## src/rtl/sd_blkwr.sv

```systemverilog
module sd_blkwr #(
  parameter int ADDR_W     = 16,
  parameter int CNT_W      = 8,
  parameter int SZ_W       = 10,
  parameter int RESP_TRIES = 8,
  parameter int BUSY_LIMIT = 3000000
) (
  input  logic              clk,
  input  logic              rst_n,
  input  logic              start,
  input  logic              multi,
  input  logic              crc_en,
  input  logic [CNT_W-1:0]  block_count,
  input  logic [SZ_W-1:0]   block_size,
  output logic [ADDR_W-1:0] rd_addr,
  input  logic [7:0]        rd_data,
  output logic              xfer_req,
  output logic [7:0]        xfer_byte,
  input  logic              xfer_ack,
  input  logic [7:0]        xfer_rx,
  output logic              done,
  output logic [1:0]        status
);
  localparam int POLL_W = $clog2(BUSY_LIMIT + 1);
  localparam int TRY_W  = $clog2(RESP_TRIES + 1);

  typedef enum logic [3:0] {
    S_IDLE, S_FILL, S_TOK, S_FETCH, S_LOAD, S_DATA, S_CRCH, S_CRCL,
    S_RESP, S_BUSY, S_SFILL, S_STOP, S_SBUSY, S_FIN
  } st_t;

  st_t               st;
  logic              mul_q, crc_on;
  logic [CNT_W-1:0]  nblk, blk;
  logic [SZ_W-1:0]   bsz, idx;
  logic [ADDR_W-1:0] ptr;
  logic [7:0]        dbuf;
  logic [15:0]       crc;
  logic [TRY_W-1:0]  tries;
  logic [POLL_W-1:0] poll;
  logic [1:0]        stat;

  function automatic logic [15:0] crc_step(input logic [15:0] c, input logic [7:0] d);
    logic [15:0] r;
    r = c ^ {d, 8'h00};
    for (int i = 0; i < 8; i++) r = r[15] ? ((r << 1) ^ 16'h1021) : (r << 1);
    return r;
  endfunction

  wire fire     = xfer_req & xfer_ack;
  wire tok_hit  = (xfer_rx & 8'h11) == 8'h01;
  wire busy_end = (poll != '0) && (xfer_rx == 8'hFF);
  wire poll_out = poll == POLL_W'(BUSY_LIMIT - 1);

  assign xfer_req = !(st inside {S_IDLE, S_FETCH, S_LOAD, S_FIN});
  assign rd_addr  = ptr;
  assign done     = st == S_FIN;
  assign status   = stat;

  always_comb begin
    case (st)
      S_TOK:   xfer_byte = mul_q ? 8'hFC : 8'hFE;
      S_DATA:  xfer_byte = dbuf;
      S_CRCH:  xfer_byte = crc_on ? crc[15:8] : 8'h00;
      S_CRCL:  xfer_byte = crc_on ? crc[7:0] : 8'h00;
      S_STOP:  xfer_byte = 8'hFD;
      default: xfer_byte = 8'hFF;
    endcase
  end

  always_ff @(posedge clk or negedge rst_n) begin
    if (!rst_n) begin
      st <= S_IDLE; mul_q <= 1'b0; crc_on <= 1'b0;
      nblk <= '0; blk <= '0; bsz <= '0; idx <= '0; ptr <= '0;
      dbuf <= '0; crc <= '0; tries <= '0; poll <= '0; stat <= '0;
    end else begin
      case (st)
        S_IDLE: if (start) begin
          mul_q <= multi; crc_on <= crc_en; nblk <= block_count; bsz <= block_size;
          blk <= '0; ptr <= '0; stat <= 2'b00; st <= S_FILL;
        end
        S_FILL: if (fire) st <= S_TOK;
        S_TOK: if (fire) begin
          idx <= '0; crc <= '0; st <= S_FETCH;
        end
        S_FETCH: st <= S_LOAD;
        S_LOAD: begin
          dbuf <= rd_data; st <= S_DATA;
        end
        S_DATA: if (fire) begin
          crc <= crc_step(crc, dbuf);
          ptr <= ptr + 1'b1;
          if (idx == bsz - 1'b1) st <= S_CRCH;
          else begin
            idx <= idx + 1'b1; st <= S_FETCH;
          end
        end
        S_CRCH: if (fire) st <= S_CRCL;
        S_CRCL: if (fire) begin
          tries <= '0; st <= S_RESP;
        end
        S_RESP: if (fire) begin
          if (tok_hit) begin
            if (xfer_rx[4:0] == 5'b00101) begin
              poll <= '0; st <= S_BUSY;
            end else begin
              stat <= 2'b01; st <= S_FIN;
            end
          end else if (tries == TRY_W'(RESP_TRIES - 1)) begin
            stat <= 2'b01; st <= S_FIN;
          end else tries <= tries + 1'b1;
        end
        S_BUSY, S_SBUSY: if (fire) begin
          if (busy_end) begin
            if (st == S_SBUSY) st <= S_FIN;
            else if (blk == nblk - 1'b1) st <= mul_q ? S_SFILL : S_FIN;
            else begin
              blk <= blk + 1'b1; st <= S_FILL;
            end
          end else if (poll_out) begin
            stat <= 2'b10; st <= S_FIN;
          end else poll <= poll + 1'b1;
        end
        S_SFILL: if (fire) st <= S_STOP;
        S_STOP: if (fire) begin
          poll <= '0; st <= S_SBUSY;
        end
        S_FIN: st <= S_IDLE;
        default: st <= S_IDLE;
      endcase
    end
  end
endmodule

```

## config.mk

```make
export PLATFORM = sky130hd
export DESIGN_NAME = sd_blkwr
export DESIGN_NICKNAME = d
export VERILOG_FILES = /design/src/rtl/sd_blkwr.sv
export SDC_FILE = /design/constraint.sdc
export NUM_CORES = 1
export LEC_CHECK = 0
export BUFFER_PORTS_ARGS = -buffer_cell sky130_fd_sc_hd__buf_2
export CORE_MARGIN = 10
export CORE_UTILIZATION = 45
export DETAILED_ROUTE_END_ITERATION = 7
export PLACE_DENSITY = 0.76
export SLEW_MARGIN = 20
export SYNTH_ARGS = -nofsm -noshare
export SYNTH_HDL_FRONTEND = slang
export SYNTH_SLANG_ARGS = --single-unit
```

## constraint.sdc

```tcl
create_clock -name clk -period 2.83 [get_ports clk]
set_clock_uncertainty 0.05 [all_clocks]
set_input_delay 0 -clock clk [delete_from_list [all_inputs] [get_ports clk]]
set_output_delay 0 -clock clk [all_outputs]
set_load 0.01 [all_outputs]
```

==> impl_results.md <==
- Critical Path Start Type: flip-flop
- Slew @ Worst Pin: 1.08 ns
- Worst path required time: 3.06 ns
- Share of cells above drive strength 1: 0.174
- Critical Path Sink Type: flip-flop
- Setup TNS: 0 ns
- Clock buffer depth: 2
- R2R cell count: 10
- Final min period: 2.68 ns
- Initial antenna violation count: 0
- Compound-Gate Fraction of Synth Area: 0.164
- Vias in the first global route: 5568
- Max_cap viols: 0
- CTS Buf Count: 9
- P&R area growth vs syn: 20.2%
- Row count: 44
- Arr. time, crit path: 2.91 ns
- Pwr dens: 932 nW/um^2
- CP max FO: 15
- ANT cells: 0
- Ports: 68
- DRT Wirelength: 16500 um
- Drt wl/cell: 16.0 um
- Port Buf Inserts: 67
- Worst slack, placed: 0.110 ns
- DRT Pass-1 Iters: 5
- Chip width: 141 um
- Cells after Synth: 733
- Commonest non-fill, non-tap cells in the layout: nand2_1, dfrtp_1, buf_2, nor2_1, xnor2_1
- GR Overflow Total: 0
- DRC errors left: 0
- FMAX: 0.373 GHz
- Setup ws final: 0.148 ns
- Clk pin slew, worst setup/hold paths: 0.07 ns
- Largest family of logic cells by synthesized area: simple AND/OR/NAND/NOR gates
- Max-slew violations: 0
- Max stage delay on crit path: 0.47 ns
- Mapped Nets: 781
- Unrepaired setup endpoints after global routing: no
- CP Cell Sequence: inv_1 -> ha_1 -> and2b_1 -> buf_4 -> xnor2_1 -> a311o_1 -> o2111a_2 -> buf_12 -> or4_1 -> a21oi_1
- Post-synthesis adder-cell area fraction: 0.0153
- Root buffer cell: clkbuf_16
- CTS tree: built
- # H-tree levels: 3
- WL met2: 7950 um
- Count of different cell masters after synthesis: 77
- Total power draw: 0.00735 W
- Rel. slew slack: 0.274
- Die Ht: 141 um
- Initial Util: 0.455
- Worst path slowest cell: or4_1
- First-pass GRT wire length: 27500 um
- Placed Area: 7200 sq um
- Commonest register cell after synthesis: dfrtp_1
- Final Wtd Congestion: 0.875
- Layout Nets: 886
- Later-pin clock latency in the skew report: 0.36 ns
- Worst vdd ir: 0.591 mV
- Crit path kind: reg2reg
- Netlist Area Pre-Place: 6560 sq um
- Final Hold Fails: 0
- Status: complete, no violations
- Final period util: 0.948
- Antenna Nets Post-Route: 0
- Flops & latches, synth: 110
- Mux share of post-synthesis cell area: 0.0278
- Vias: 5753
- Final setup vio count: 0
- Tot GR Track Use: 0.165
- Yosys warnings: 0
- Met3 WL: 1000 um
- Clk sinks: 110
- Synth Area in Simple Gates: 0.237
- Post-synth EDFFs: 0
- Largest net degree at the start of global routing: 56
- Metal-1 WL: 7210 um
- Die area: 19800 sq um
- Max Used Layer: met4
- Post-synthesis xor/xnor area fraction: 0.0988
- 1st-iter DRT viols: 319
- Final instance area: 7890 sq um
- HP Class: in2async
- Most common cell after layout, fill and taps aside: nand2_1
- Sequential area share after synthesis: 0.420
- P_leak: 3.42 nW
- Synth Area per Inst: 8.95 sq um
- Ys async rst share: 1.00
- Core Area: 14400 sq um
- Vias per inst: 5.60
- DPL Wire Length: 11600 um
## per-layer routing
metal | track usage | vias up
li1 | - | 2823
met4 | 0.0489 | 0
met3 | 0.0443 | 25
met2 | 0.271 | 139
met1 | 0.207 | 2766
met5 | 0 | -
## report_power, final
group	internal (W)	switching [W]	leakage, nW	total (W)
registers	0.00197	0.000546	1.46	0.00252
logic	0.00154	0.00190	1.81	0.00344
clock network	0.000790	0.000607	0.160	0.00140
total	0.00430	0.00305	3.42	0.00735
## cell usage after synthesis, types with 8 or more instances
master	n	share of area
a21oi_1	19	0.014
and3_1	8	0.0076
clkbuf_1	24	0.014
dfrtp_1	110	0.42
ha_1	8	0.015
inv_1	22	0.013
mux2_2	8	0.014
nand2_1	111	0.064
nand3_1	34	0.026
nand4_1	17	0.016
nor2_1	57	0.033
nor3_1	20	0.015
nor4_1	17	0.016
o21ai_0	42	0.032
or3_1	9	0.0086
xnor2_1	49	0.065
xor2_1	25	0.033
## state kept, by name (all words and copies together) (netlist names)
name / count
poll: 22
st: 4
crc: 16
tries: 4
mul_q: 1
idx: 10
crc_on: 1
rd_addr: 16
dbuf: 8
nblk: 8
blk: 8
bsz: 10
status: 2
## critical path: cells and delay by family, from the launching register on
kind	cells	cell delay, ns
fa+ha+maj	1	0.23
xor+xnor	1	0.12
compound gates	3	0.78
simple gates	2	0.65
flops	1	0.40
buf+inv	3	0.37
## layout make-up
type,instances,area (sq um)
fillers,1282,6540
flip-flops and latches,110,2750
well taps,184,230
clock buffers,9,225
inverters,24,90.1
repair buffers,129,903
clock inverters,7,104
multi-input cells,564,3580
## repair_timing
item	in CTS	in global routing
hold buffers	30	0
endpoints found under the hold margin	112	0
resized for setup	0	4
endpoints found under the setup margin	0	6
setup buffers	0	3
## cell families after synthesis
kind of cell / after synthesis
compound gates: 148
xor+xnor: 74
fa+ha+maj: 8
buf+inv: 59
flops: 110
mux: 17
simple gates: 317
## stage by stage
stage                     std cells  hold slack, ns  utilization
after floorplan                 733          -0.346            -
after global placement          978         -0.0893        0.499
after detailed placement        978         -0.0882        0.499
after CTS                      1024          0.0714        0.543
after global routing           1027          0.0971        0.547
final                          1027          0.0600        0.547
## path summary, 6_finish.rpt
path                       slack, ns    endpoint    from
min in group clk                0.18  rd_addr[0]   start
min                             0.06      bsz[9]   rst_n
max reg2reg                     0.15      idx[3]  bsz[0]
max in group asynchronous       1.96    poll[21]   rst_n
max                             0.15      idx[3]  bsz[0]
min reg2reg                     0.44      crc[4]  crc[4]
Power figures use the tool's default switching activity.
